File: src/rtl/irqc_pkg.sv
package irqc_pkg;

    localparam int PRIO_W = 8;
    localparam int NUM_W  = 8;
    localparam int RANK_W = PRIO_W + 1;
    localparam int ADDR_W = 10;

    // rank 0 is the non-maskable level, all ones is thread level
    localparam logic [RANK_W-1:0] NMI_RANK    = '0;
    localparam logic [RANK_W-1:0] THREAD_RANK = '1;
    localparam logic [NUM_W-1:0]  NMI_NUM     = 8'd2;
    localparam logic [NUM_W-1:0]  EXT_BASE    = 8'd16;

    typedef enum logic [1:0] {
        SEL_CTRL = 2'b00,
        SEL_EN   = 2'b01,
        SEL_PRIO = 2'b10,
        SEL_NONE = 2'b11
    } wsel_e;

    typedef struct packed {
        logic [RANK_W-1:0] rank;
        logic [NUM_W-1:0]  num;
        logic              is_nmi;
    } frame_t;

    typedef struct packed {
        logic              found;
        logic [NUM_W-1:0]  line;
        logic [PRIO_W-1:0] prio;
    } pick_t;

    function automatic logic [RANK_W-1:0] prio_rank(input logic [PRIO_W-1:0] p);
        return {1'b0, p} + RANK_W'(1);
    endfunction

    function automatic logic [31:0] vec_addr(input logic [31:0] base,
                                             input logic [NUM_W-1:0] num);
        return base + {22'b0, num, 2'b00};
    endfunction

endpackage

File: src/rtl/irqc_regs.sv
module irqc_regs
    import irqc_pkg::*;
#(
    parameter int NUM_IRQ = 16
) (
    input  logic                             clk,
    input  logic                             rst,
    input  logic                             wr_en,
    input  logic [ADDR_W-1:0]                wr_addr,
    input  logic [31:0]                      wr_data,
    output logic [NUM_IRQ-1:0]               en_o,
    output logic [NUM_IRQ-1:0][PRIO_W-1:0]   prio_o,
    output logic [PRIO_W-1:0]                thr_o,
    output logic                             gmask_o
);

    wsel_e sel;
    assign sel = wsel_e'(wr_addr[ADDR_W-1:ADDR_W-2]);

    always_ff @(posedge clk) begin
        if (rst) begin
            en_o    <= '0;
            prio_o  <= '0;
            thr_o   <= '0;
            gmask_o <= 1'b0;
        end else if (wr_en) begin
            unique case (sel)
                SEL_CTRL: begin
                    if (wr_addr[0]) thr_o   <= wr_data[PRIO_W-1:0];
                    else            gmask_o <= wr_data[0];
                end
                SEL_EN: begin
                    for (int k = 0; k < NUM_IRQ; k++)
                        if (wr_addr[7:0] == NUM_W'(k)) en_o[k] <= wr_data[0];
                end
                SEL_PRIO: begin
                    for (int k = 0; k < NUM_IRQ; k++)
                        if (wr_addr[7:0] == NUM_W'(k)) prio_o[k] <= wr_data[PRIO_W-1:0];
                end
                default: ;
            endcase
        end
    end

endmodule

File: src/rtl/irqc_pending.sv
module irqc_pending
    import irqc_pkg::*;
#(
    parameter int NUM_IRQ = 16
) (
    input  logic               clk,
    input  logic               rst,
    input  logic [NUM_IRQ-1:0] lines,
    input  logic               nmi_in,
    input  logic [NUM_IRQ-1:0] ack_hot,
    input  logic               ack_nmi,
    input  logic [NUM_IRQ-1:0] done_hot,
    output logic [NUM_IRQ-1:0] pend_o,
    output logic [NUM_IRQ-1:0] active_o,
    output logic               nmi_pend_o
);

    logic [NUM_IRQ-1:0] lines_q;
    logic               nmi_q;
    logic [NUM_IRQ-1:0] rise;
    logic               nmi_rise;

    assign rise     = lines & ~lines_q;
    assign nmi_rise = nmi_in & ~nmi_q;

    always_ff @(posedge clk) begin
        if (rst) begin
            lines_q    <= '0;
            nmi_q      <= 1'b0;
            pend_o     <= '0;
            active_o   <= '0;
            nmi_pend_o <= 1'b0;
        end else begin
            lines_q    <= lines;
            nmi_q      <= nmi_in;
            // a fresh edge in the acknowledge cycle is a new request
            pend_o     <= (pend_o & ~ack_hot) | rise;
            active_o   <= (active_o | ack_hot) & ~done_hot;
            nmi_pend_o <= (nmi_pend_o & ~ack_nmi) | nmi_rise;
        end
    end

endmodule

File: src/rtl/irqc_arbiter.sv
module irqc_arbiter
    import irqc_pkg::*;
#(
    parameter int NUM_IRQ = 16
) (
    input  logic [NUM_IRQ-1:0]             cand,
    input  logic [NUM_IRQ-1:0][PRIO_W-1:0] prio,
    output pick_t                          pick_o
);

    // ascending scan with strict compare keeps the lower index on ties
    always_comb begin
        pick_o = '0;
        for (int k = 0; k < NUM_IRQ; k++) begin
            if (cand[k] && (!pick_o.found || prio[k] < pick_o.prio)) begin
                pick_o.found = 1'b1;
                pick_o.line  = NUM_W'(k);
                pick_o.prio  = prio[k];
            end
        end
    end

endmodule

File: src/rtl/irqc_stack.sv
module irqc_stack
    import irqc_pkg::*;
#(
    parameter int SLOTS = 5,
    parameter int SP_W  = 3
) (
    input  logic              clk,
    input  logic              rst,
    input  logic              push,
    input  frame_t            push_frame,
    input  logic              pop,
    output logic [SP_W-1:0]   depth_o,
    output frame_t            top_o,
    output logic [RANK_W-1:0] cur_rank_o
);

    frame_t slot [SLOTS];

    always_ff @(posedge clk) begin
        if (rst) begin
            depth_o <= '0;
            for (int i = 0; i < SLOTS; i++) slot[i] <= '0;
        end else if (pop) begin
            if (depth_o != '0) depth_o <= depth_o - SP_W'(1);
        end else if (push && depth_o < SP_W'(SLOTS)) begin
            for (int i = 0; i < SLOTS; i++)
                if (depth_o == SP_W'(i)) slot[i] <= push_frame;
            depth_o <= depth_o + SP_W'(1);
        end
    end

    always_comb begin
        top_o = '0;
        for (int i = 0; i < SLOTS; i++)
            if (depth_o == SP_W'(i + 1)) top_o = slot[i];
    end

    assign cur_rank_o = (depth_o == '0) ? THREAD_RANK : top_o.rank;

endmodule

File: src/rtl/irqc_top.sv
module irqc_top
    import irqc_pkg::*;
#(
    parameter int          NUM_IRQ     = 16,
    parameter int          STACK_DEPTH = 4,
    parameter logic [31:0] VEC_BASE    = 32'h0000_0000
) (
    input  logic               clk,
    input  logic               rst,
    input  logic [NUM_IRQ-1:0] irq_lines,
    input  logic               nmi,
    input  logic               wr_en,
    input  logic [9:0]         wr_addr,
    input  logic [31:0]        wr_data,
    input  logic               ack,
    input  logic               done,
    output logic               req_valid,
    output logic [7:0]         req_num,
    output logic [31:0]        req_vec
);

    // one slot beyond the maskable limit is held back for the non-maskable level
    localparam int SLOTS = STACK_DEPTH + 1;
    localparam int SP_W  = $clog2(SLOTS + 1);

    logic [NUM_IRQ-1:0]             en;
    logic [NUM_IRQ-1:0][PRIO_W-1:0] prio;
    logic [PRIO_W-1:0]              thr;
    logic                           gmask;
    logic [NUM_IRQ-1:0]             pend, active, cand;
    logic [NUM_IRQ-1:0]             ack_hot, done_hot;
    logic                           nmi_pend;
    pick_t                          pick;
    logic [SP_W-1:0]                depth;
    frame_t                         top_frame, push_frame;
    logic [RANK_W-1:0]              cur_rank, win_rank;
    logic                           thr_block, room, mask_take, nmi_take;
    logic                           ack_fire, pop;

    irqc_regs #(.NUM_IRQ(NUM_IRQ)) u_regs (
        .clk(clk), .rst(rst), .wr_en(wr_en), .wr_addr(wr_addr), .wr_data(wr_data),
        .en_o(en), .prio_o(prio), .thr_o(thr), .gmask_o(gmask)
    );

    irqc_pending #(.NUM_IRQ(NUM_IRQ)) u_pend (
        .clk(clk), .rst(rst), .lines(irq_lines), .nmi_in(nmi),
        .ack_hot(ack_hot), .ack_nmi(ack_fire && nmi_take), .done_hot(done_hot),
        .pend_o(pend), .active_o(active), .nmi_pend_o(nmi_pend)
    );

    assign cand = pend & en & ~active;

    irqc_arbiter #(.NUM_IRQ(NUM_IRQ)) u_arb (
        .cand(cand), .prio(prio), .pick_o(pick)
    );

    irqc_stack #(.SLOTS(SLOTS), .SP_W(SP_W)) u_stack (
        .clk(clk), .rst(rst), .push(ack_fire), .push_frame(push_frame), .pop(pop),
        .depth_o(depth), .top_o(top_frame), .cur_rank_o(cur_rank)
    );

    assign win_rank  = prio_rank(pick.prio);
    assign thr_block = (thr != '0) && (pick.prio >= thr);
    assign room      = depth < SP_W'(STACK_DEPTH);
    assign mask_take = pick.found && !gmask && !thr_block && room && (win_rank < cur_rank);
    assign nmi_take  = nmi_pend && (cur_rank != NMI_RANK);

    assign req_valid = nmi_take || mask_take;
    assign req_num   = nmi_take ? NMI_NUM : (EXT_BASE + pick.line);
    assign req_vec   = vec_addr(VEC_BASE, req_num);

    assign pop      = done;
    assign ack_fire = ack && req_valid && !done;

    always_comb begin
        push_frame.rank   = nmi_take ? NMI_RANK : win_rank;
        push_frame.num    = req_num;
        push_frame.is_nmi = nmi_take;
    end

    for (genvar k = 0; k < NUM_IRQ; k++) begin : g_line
        assign ack_hot[k]  = ack_fire && !nmi_take && (pick.line == NUM_W'(k));
        assign done_hot[k] = pop && (depth != '0) && !top_frame.is_nmi &&
                             (top_frame.num == EXT_BASE + NUM_W'(k));
    end

endmodule

File: config.mk
export PLATFORM = sky130hd
export DESIGN_NAME = irqc_top
export DESIGN_NICKNAME = d
export VERILOG_FILES = /design/src/rtl/irqc_pkg.sv /design/src/rtl/irqc_regs.sv /design/src/rtl/irqc_pending.sv /design/src/rtl/irqc_arbiter.sv /design/src/rtl/irqc_stack.sv /design/src/rtl/irqc_top.sv
export SDC_FILE = /design/constraint.sdc
export NUM_CORES = 1
export LEC_CHECK = 0
export ABC_AREA = 1
export CAP_MARGIN = 10
export CORE_MARGIN = 3
export CORE_UTILIZATION = 53
export CTS_CLUSTER_DIAMETER = 80
export CTS_CLUSTER_SIZE = 30
export DETAILED_ROUTE_END_ITERATION = 10
export PLACE_DENSITY = 0.69
export RECOVER_POWER = 50
export SYNTH_ARGS = -nofsm -noshare
export SYNTH_HDL_FRONTEND = slang
export SYNTH_SLANG_ARGS = --single-unit
File: constraint.sdc
create_clock -name clk -period 41.8 [get_ports clk]
set_clock_uncertainty 0.15 [all_clocks]
set_input_delay 12.54 -clock clk [delete_from_list [all_inputs] [get_ports clk]]
set_output_delay 12.54 -clock clk [all_outputs]
set_load 0.01 [all_outputs]
==> results.yml, run 1 <==
sta:
  setup-violations-final: 0
  fin_tns_setup_ps: 0
  hold_viol_final: 0
  post-route-min-period_ps: 38180
  max_slew_margin: -1.672
  period_share: 0.9134
  tightest_slew_ps: 4007
  fmaxAchievable_mhz: 26.19
  drv_slew: 221
  rsz0062_at_grt: "no"
synth:
  ys_types: 45
  syn_inst: 2122
  synth_area_per_cell_um2: 7.397
  ys_seq_area_frac: 0.4062
  synth_edf_count: 75
  yosysWarnings: 0
  netlist_area_um2: 15700
  synth_ff_type: "dfxtp_1"
  async_reset_ff_frac: 0
  ys_seq_elements: 281
finish:
  stdcell_count: 2513
  regArea_um2: 6376
  utilization: 0.5837
  drive_above_1_share: 0.03946
  multiInputGateArea_um2: 8016
  fin_nets: 2296
  fill_cells: 2709
  diodes: 0
  area_growth_pct: 7.597
  final_area_um2: 16890
floorplanning:
  start_util: 0.5425
  boundaryPins: 105
  fp-row-count: 62
  dieArea_um2: 31720
  coreArea_um2: 28940
  die_h_um: 178.1
  die_w_um: 178.1
critical_path:
  worstPathArrival_ps: 25490
  cp_max_fo: 17
  start_kind: "flop"
  crit_slowest_cell: "nor2_1"
  r2r_cells: 141
  crit_top_cell: "nand2_1"
  worstSetupEndpointType: "primary output"
  worstReg2RegStart: "u_regs.en_o[0]$_SDFFE_PP0P_"
  reg2reg_to: "u_stack.slot[0][53]$_DFFE_PP_"
  reg2reg_slack_ps: 15730
  cp_slowest_stage_delay_ps: 620
  required_ps: 29110
  crit_type: "flop to primary output"
clock_tree:
  path_clk_slew_ps: 100
  post_cts_buffers: 0
  insertion_delay_ps: 530
  cts_hold_buf: 0
  ctsResizeCount: 0
  h-tree-depth: 1
  clock_path_buffers: 3
  cts_root_buf: "clkbuf_16"
  cts_made_buffers: 16
  cts_sinks: 281
  cts_tree: "done"
grt:
  grt_pass1_wl_mm: 67.61
  antenna_found_initial: 0
  grt_pass1_vias: 13193
  grt_usage: 0.2653
  grt_max_degree: 77
  globalRouteOverflowTotal: 0
status:
  violations: "max-capacitance violations, max-slew violations"
  status: "complete, but fails checks"
drt:
  drt_iter0_markers: 962
  vias: 13964
  wl_per_cell_um: 16.65
  routed_wl_mm: 41.85
  via_per_inst: 5.557
  drc: 0
  drt.antenna.violating_nets: 0
  firstDrtPassIters: 6
worst_hold_path:
  hold_class: "flop to flop"
  min_path_cells: 1
  holdPathEnd: "u_pend.pend_o[14]$_SDFF_PP0_"
  hold_path_startpoint: "u_pend.lines_q[14]$_SDFF_PP0_"
job:
  cap_violations: 3
place:
  dp.cells: 2485
  hpwl_mm: 30.11
  port-buffer-count: 50
  place_congestion: 0.9084
  placed_area_um2: 16330
power:
  p_per_area_nw_per_um2: 32.87
  peakVddDrop_v: 0.00003740
  p_leak_nw: 7.878
cells in the final DEF (no fill, tap or decap), types with 7 or more instances in the layout:
cell type	Yosys	layout
inv_1	214	214
nor2_1	184	185
a21oi_1	229	229
conb_1	1	30
edfxtp_1	75	75
clkdlybuf4s50_1	0	46
ha_1	113	113
clkbuf_16	0	17
nand3_1	103	105
a211oi_1	22	22
nand2_1	463	463
a311oi_1	7	7
clkinv_1	10	10
nor3_1	27	26
a221oi_1	8	8
o21ai_0	248	245
buf_4	35	10
dfxtp_1	206	206
nand2_2	26	26
o211ai_1	7	7
cells in the mapped netlist, drive strengths merged, types with 7 or more instances:
master	number	area [um^2]
nand3	106	545.5
clkbuf	62	232.7
ha	113	1414
o211ai	7	52.55
a21oi	229	1146
a221oi	8	70.07
nor2	185	696.9
nand2	494	1957
nor3	32	185.2
a211oi	22	165.2
a311oi	7	61.31
o21ai	256	1296
inv	215	807.0
dfxtp	206	4124
buf	50	334.1
clkinv	11	42.54
edfxtp	75	2252
metrics by stage:
stage / setup WS, ps / hold slack (ps) / power [mW]
after detailed placement: 4875 / 263.1 / 0.3679
after global routing: 724.8 / 288.0 / 0.5777
after global placement: 5153 / 251.1 / 0.3659
after floorplan: 8101 / 239.8 / 0.3443
after CTS: 4266 / 275.2 / 0.5576
final: 3621 / 271.2 / 0.5551
critical path: cells and delay by family, from the launching register on:
family	cells	cell delay [ps]
flops	1	340
fa+ha+maj	17	5240
compound gates	43	10130
buf+inv	3	830
simple gates	76	8090
xor+xnor	1	250
layer usage:
layer	vias up	GRT usage	wire length (um)
li1	7026	-	-
met1	6541	0.3628	19090
met2	338	0.4505	19720
met3	59	0.02852	2253
met4	0	0.06675	786
met5	-	0	0
worst max-delay path by stage:
stage | slack, ps | end | start | depth (start not counted)
CTS | 4270 | req_valid | u_regs.en_o[0]$_SDFFE_PP0P_ | 140
finish | 3620 | req_valid | u_regs.en_o[0]$_SDFFE_PP0P_ | 140
floorplan | 8100 | req_valid | u_pend.pend_o[0]$_SDFF_PP0_ | 158
detailed placement | 4880 | req_valid | u_regs.en_o[0]$_SDFFE_PP0P_ | 140
global placement | 5150 | req_valid | u_regs.en_o[0]$_SDFFE_PP0P_ | 141
global route | 720 | req_valid | u_regs.en_o[0]$_SDFFE_PP0P_ | 144
where the power goes:
| part | internal (mW) | total (mW) | switching [mW] |
|---|---|---|---|
| Clock | 0.0874 | 0.192 | 0.105 |
| Sequential | 0.286 | 0.289 | 0.00342 |
| Combinational | 0.0219 | 0.0740 | 0.0521 |
| Total | 0.395 | 0.555 | 0.160 |
state kept, by name, indices dropped and copies added, names as in the netlist:
| name | cells |
|---|---|
| u_pend.active_o | 16 |
| u_pend.lines_q | 16 |
| u_pend.nmi_pend_o | 1 |
| u_pend.nmi_q | 1 |
| u_pend.pend_o | 16 |
| u_regs.en_o | 16 |
| u_regs.gmask_o | 1 |
| u_regs.prio_o | 128 |
| u_regs.thr_o | 8 |
| u_stack.depth_o | 3 |
| u_stack.slot | 75 |
layout make-up:
cell class,count,area share
multi-input cells,1532,0.4747
clock buffers,18,0.02541
well taps,384,0.02845
repair buffers,62,0.03423
clock inverters,10,0.009335
inverters,226,0.05038
flip-flops and latches,281,0.3775
kinds of logic after synthesis:
kind of cell               after synthesis  share of synthesized area
and+or+nand+nor                        834                     0.2226
AOI/OAI and AO/OA                      550                     0.1879
buffers and inverters                  338                    0.09023
DFF                                    281                     0.4062
adders and majority gates              113                    0.09008
xor gates and xnor gates                 5                   0.002790
other                                    1                  0.0002389
No activity file was read; power rests on OpenSTA's default activity.
==> inputs of run 2 (changes only) <==
--- a/config.mk
+++ b/config.mk
@@ -13,6 +13,7 @@
 export CTS_CLUSTER_SIZE = 30
 export DETAILED_ROUTE_END_ITERATION = 10
-export PLACE_DENSITY = 0.69
+export PLACE_DENSITY = 0.73
 export RECOVER_POWER = 50
+export REMOVE_ABC_BUFFERS = 1
 export SYNTH_ARGS = -nofsm -noshare
 export SYNTH_HDL_FRONTEND = slang
==> constraint.sdc (replaced) <==
create_clock -name clk -period 41.8 [get_ports clk]
set_clock_uncertainty 0.15 [all_clocks]
set_input_delay 8.36 -clock clk [delete_from_list [all_inputs] [get_ports clk]]
set_output_delay 8.36 -clock clk [all_outputs]
set_load 0.01 [all_outputs]
==> run 2 against run 1 <==
Sequential power is essentially flat. Hold slack gained 6.2 ps. Critical path depth grew 4. Global-route usage shrank 1.4 points. Die area is the same. Sequential share of layout area grew 0.22 points. Core utilization shrank 0.34 points. First-iteration DRC count grew 26%. The run still ends with max-capacitance violations, max-slew violations left.
==> results.yml, run 2 (synthesis gave the netlist of run 1 again) <==
status:
  status: "complete, but fails checks"
  violations: "max-capacitance violations, max-slew violations"
sta:
  post-route-min-period_ps: 34810
  fmaxAchievable_mhz: 28.73
  fin_worst_hold_slack_ps: 277.4
  fin_tns_setup_ps: 0
  setup-violations-final: 0
  period_share: 0.8328
  max_slew_margin: -1.923
  rsz0062_at_grt: "no"
  drv_slew: 174
  hold_viol_final: 0
  setup_ws_ps: 6988
  tightest_slew_ps: 4384
floorplanning:
  start_util: 0.5425
  die_h_um: 178.1
  die_w_um: 178.1
  boundaryPins: 105
  dieArea_um2: 31720
  fp-row-count: 62
  coreArea_um2: 28940
critical_path:
  cp_max_fo: 17
  crit_slowest_cell: "o21ai_0"
  crit_top_cell: "nand2_1"
  required_ps: 33290
  r2r_cells: 145
  crit_type: "flop to primary output"
  cp_slowest_stage_delay_ps: 670
  worstPathArrival_ps: 26300
  worstReg2RegStart: "u_pend.pend_o[0]$_SDFF_PP0_"
  start_kind: "flop"
  worstSetupEndpointType: "primary output"
  crit_start: "u_pend.pend_o[0]$_SDFF_PP0_"
drt:
  drc: 0
  firstDrtPassIters: 6
  wl_per_cell_um: 16.23
  via_per_inst: 5.557
  drt_iter0_markers: 1212
  drt.antenna.violating_nets: 0
  routed_wl_mm: 40.75
  vias: 13948
finish:
  fin_nets: 2294
  area_growth_pct: 6.975
  top_register: "u_regs.prio_o"
  fill_cells: 2686
  diodes: 0
  reg.largest.list: "u_regs.prio_o x128, u_stack.slot x75"
  stdcell_count: 2510
  drive_above_1_share: 0.03481
  final_common_cell: "nand2_1"
  layout_common_cells: "468 x nand2_1, 245 x o21ai_0, 229 x a21oi_1"
  utilization: 0.5803
  largest_register_ffs: 128
  final_area_um2: 16790
grt:
  grt_pass1_wl_mm: 64.48
  grt_use_met3: 0.02384
  grt_pass1_vias: 12836
  grt_usage: 0.2518
  grtUsageMet1: 0.3428
  grt_max_degree: 105
  grt_use_met2: 0.4342
  grt_busiest_layer: "met2"
  globalRouteOverflowTotal: 0
  antenna_found_initial: 0
place:
  placed_area_um2: 16320
  pre_cts_ws_ps: 9390
  dp.cells: 2484
  port-buffer-count: 50
  place_congestion: 0.9421
  hpwl_mm: 28.99
power:
  peakVddDrop_v: 0.00002747
  p_total_mw: 0.5389
  p_per_area_nw_per_um2: 32.09
  p_leak_nw: 7.822
clock_tree:
  cts_made_buffers: 15
  ctsResizeCount: 0
  cts_sinks: 281
  insertion_delay_ps: 520
  cts_tree: "done"
  h-tree-depth: 1
  path_clk_slew_ps: 120
  post_cts_buffers: 0
  cts_hold_buf: 0
  clock_path_buffers: 3
  cts_root_buf: "clkbuf_16"
worst_hold_path:
  min_path_cells: 1
  hold_path_startpoint: "u_pend.lines_q[14]$_SDFF_PP0_"
  hold_class: "flop to flop"
job:
  cap_violations: 2
## run 2: routing by layer
layer / part of all wire / routed length, um
met3: 0.057 / 2304
met2: 0.47 / 19290
met1: 0.45 / 18300
met5: 0 / 0
met4: 0.021 / 852
## run 2: final timing paths
| kind | slack [ps] | endpoint |
|---|---|---|
| worst min-delay path | 280 | u_pend.pend_o[14]$_SDFF_PP0_ |
| worst min register to register | 280 | u_pend.pend_o[14]$_SDFF_PP0_ |
| worst max-delay path | 6990 | req_valid |
| worst max register to register | 14960 | u_stack.slot[0][38]$_DFFE_PP_ |
## run 2: final cells by class
class	count	area (um^2)	area share
repair buffers	61	569.3	0.03390
clock buffers	18	386.6	0.02303
inverters	226	850.8	0.05067
well taps	384	480.5	0.02861
clock inverters	8	123.9	0.007377
flip-flops and latches	281	6376	0.3797
multi-input cells	1532	8004	0.4767
## run 2: critical path: cells and delay by family (launching register included)
kind | cells | cell delay (ps)
and+or+nand+nor | 77 | 8520
buffers and inverters | 5 | 1110
adders and majority gates | 17 | 5190
xor gates and xnor gates | 1 | 280
DFF | 1 | 350
AOI/OAI and AO/OA | 44 | 10330
## run 2: where the power goes
group,total (mW),switching [mW],internal (mW)
Sequential,0.289,0.00324,0.286
Combinational,0.0730,0.0511,0.0218
Clock,0.177,0.0987,0.0784
==> inputs of run 3 (changes only) <==
clock period = 34.1 ns   (was 41.8 ns; I/O delays follow)
==> run 3 against run 2 <==
The run still ends with max-capacitance violations, max-slew violations left. Sequential power is 22% higher. Combinational power grew 23%. Critical endpoint unchanged. Hold slack got worse by 1.1 ps. Worst setup slack lost 4000 ps. Via count rose by 0.72%. Sequential share of layout area shrank 0.18 points. Design area is 0.47% higher.
==> results.yml, run 3 (synthesis gave the netlist of run 1 again) <==
finish:
  final_common_cell: "nand2_1"
  largest_register_ffs: 128
  drive_above_1_share: 0.04041
  fin_nets: 2295
  area_growth_pct: 7.477
  fill_cells: 2692
  reg.largest.list: "u_regs.prio_o x128, u_stack.slot x75"
  stdcell_count: 2512
  diodes: 0
  top_register: "u_regs.prio_o"
  layout_common_cells: "463 x nand2_1, 230 x o21ai_0, 229 x a21oi_1"
clock_tree:
  path_clk_slew_ps: 100
  cts_made_buffers: 16
  insertion_delay_ps: 530
  cts_sinks: 281
  cts_tree: "done"
  h-tree-depth: 1
  cts_root_buf: "clkbuf_16"
  clock_path_buffers: 3
floorplanning:
  dieArea_um2: 31720
  start_util: 0.5425
  coreArea_um2: 28940
  die_h_um: 178.1
  fp-row-count: 62
  die_w_um: 178.1
  boundaryPins: 105
grt:
  antenna_found_initial: 0
  globalRouteOverflowTotal: 0
  grt_pass1_vias: 13162
  grt_usage: 0.2549
  grt_max_degree: 105
  grt_pass1_wl_mm: 65.32
sta:
  tightest_slew_ps: 4390
  period_share: 0.9123
  setup-violations-final: 0
  hold_viol_final: 0
  drv_slew: 179
  fin_tns_setup_ps: 0
  max_slew_margin: -1.927
  post-route-min-period_ps: 31110
  fmaxAchievable_mhz: 32.14
  rsz0062_at_grt: "no"
place:
  port-buffer-count: 50
  place_congestion: 0.9448
  dp.cells: 2484
  hpwl_mm: 29.06
critical_path:
  crit_type: "flop to primary output"
  path_buf_inv: 3
  start_kind: "flop"
  reg2reg_to: "u_stack.slot[0][20]$_DFFE_PP_"
  cp_max_fo: 17
  worstReg2RegStart: "u_pend.pend_o[0]$_SDFF_PP0_"
  worstSetupEndpointType: "primary output"
  path_delay_family: "compound AO/OA/AOI/OAI gates"
  crit_top_cell: "nand2_1"
  reg2reg_slack_ps: 9430
  worstPathArrival_ps: 24140
  crit_slowest_cell: "clkdlybuf4s50_1"
  cp_slowest_stage_delay_ps: 560
  r2r_cells: 141
  required_ps: 27130
drt:
  drt.antenna.violating_nets: 0
  drt_iter0_markers: 1267
  routed_wl_mm: 41.00
  firstDrtPassIters: 6
  wl_per_cell_um: 16.32
  drc: 0
  via_per_inst: 5.593
  vias: 14049
status:
  status: "complete, but fails checks"
  violations: "max-capacitance violations, max-slew violations"
worst_hold_path:
  min_path_cells: 1
  hold_class: "flop to flop"
  holdPathEnd: "u_pend.pend_o[3]$_SDFF_PP0_"
  hold_path_startpoint: "u_pend.lines_q[3]$_SDFF_PP0_"
power:
  peakVddDrop_v: 0.00002868
  p_per_area_nw_per_um2: 39.76
  p_leak_nw: 7.854
job:
  cap_violations: 2
==> run 3: layout make-up <==
| cell class | instances | area (um^2) | share of cell area |
|---|---|---|---|
| multi-input combinational | 1532 | 8033 | 0.4762 |
| sequential | 281 | 6376 | 0.3780 |
| inverter | 226 | 850.8 | 0.05043 |
| timing repair buffer | 61 | 570.5 | 0.03382 |
| tap | 384 | 480.5 | 0.02848 |
| clock buffer | 19 | 432.9 | 0.02566 |
| clock inverter | 9 | 126.4 | 0.007491 |
==> run 3: through the flow <==
stage / utilization / worst slack, ps / area [um^2] / power, mW / hold WS [ps]
3_3_place_gp: 0.5640 / 3585 / 16320 / 0.4473 / 258.2
6_report: 0.5830 / 2989 / 16870 / 0.6708 / 276.4
3_5_place_dp: 0.5640 / 3177 / 16320 / 0.4496 / 254.4
2_1_floorplan: - / 7963 / 15240 / 0.4156 / 239.8
4_1_cts: 0.5833 / 2527 / 16880 / 0.6728 / 265.6
5_1_grt: 0.5830 / 92.95 / 16870 / 0.6965 / 282.4
==> run 3: timing repair <==
item,in CTS,in global routing
endpoints found under the hold margin,0,0
endpoints found under the setup margin,0,1
hold buffers,0,0
setup buffers,0,0
resized for setup,0,15
==> run 3: per-layer routing <==
metal	track usage	up-vias	routed length, um
met5	0	-	0
met4	0.07461	0	1127
met3	0.03235	74	2344
met2	0.4345	380	19210
met1	0.3393	6564	18310
li1	-	7031	-
==> run 3: report_power, final <==
group          leakage, nW  total [mW]  switching, mW  internal, mW
clock                0.266       0.227          0.128        0.0994
sequential            2.44       0.354        0.00398         0.350
combinational         5.14      0.0898         0.0630        0.0268
total                 7.85       0.671          0.195         0.476
==> run 3: how the worst max path moves through the flow <==
stage	from	cells after the start	endpoint
3_3_place_gp	u_regs.en_o[0]$_SDFFE_PP0P_	140	req_valid
5_1_grt	u_regs.en_o[0]$_SDFFE_PP0P_	151	req_valid
3_5_place_dp	u_pend.pend_o[0]$_SDFF_PP0_	142	req_valid
4_1_cts	u_pend.pend_o[0]$_SDFF_PP0_	146	req_valid
2_1_floorplan	u_pend.pend_o[0]$_SDFF_PP0_	140	req_valid
6_report	u_pend.pend_o[0]$_SDFF_PP0_	140	req_valid
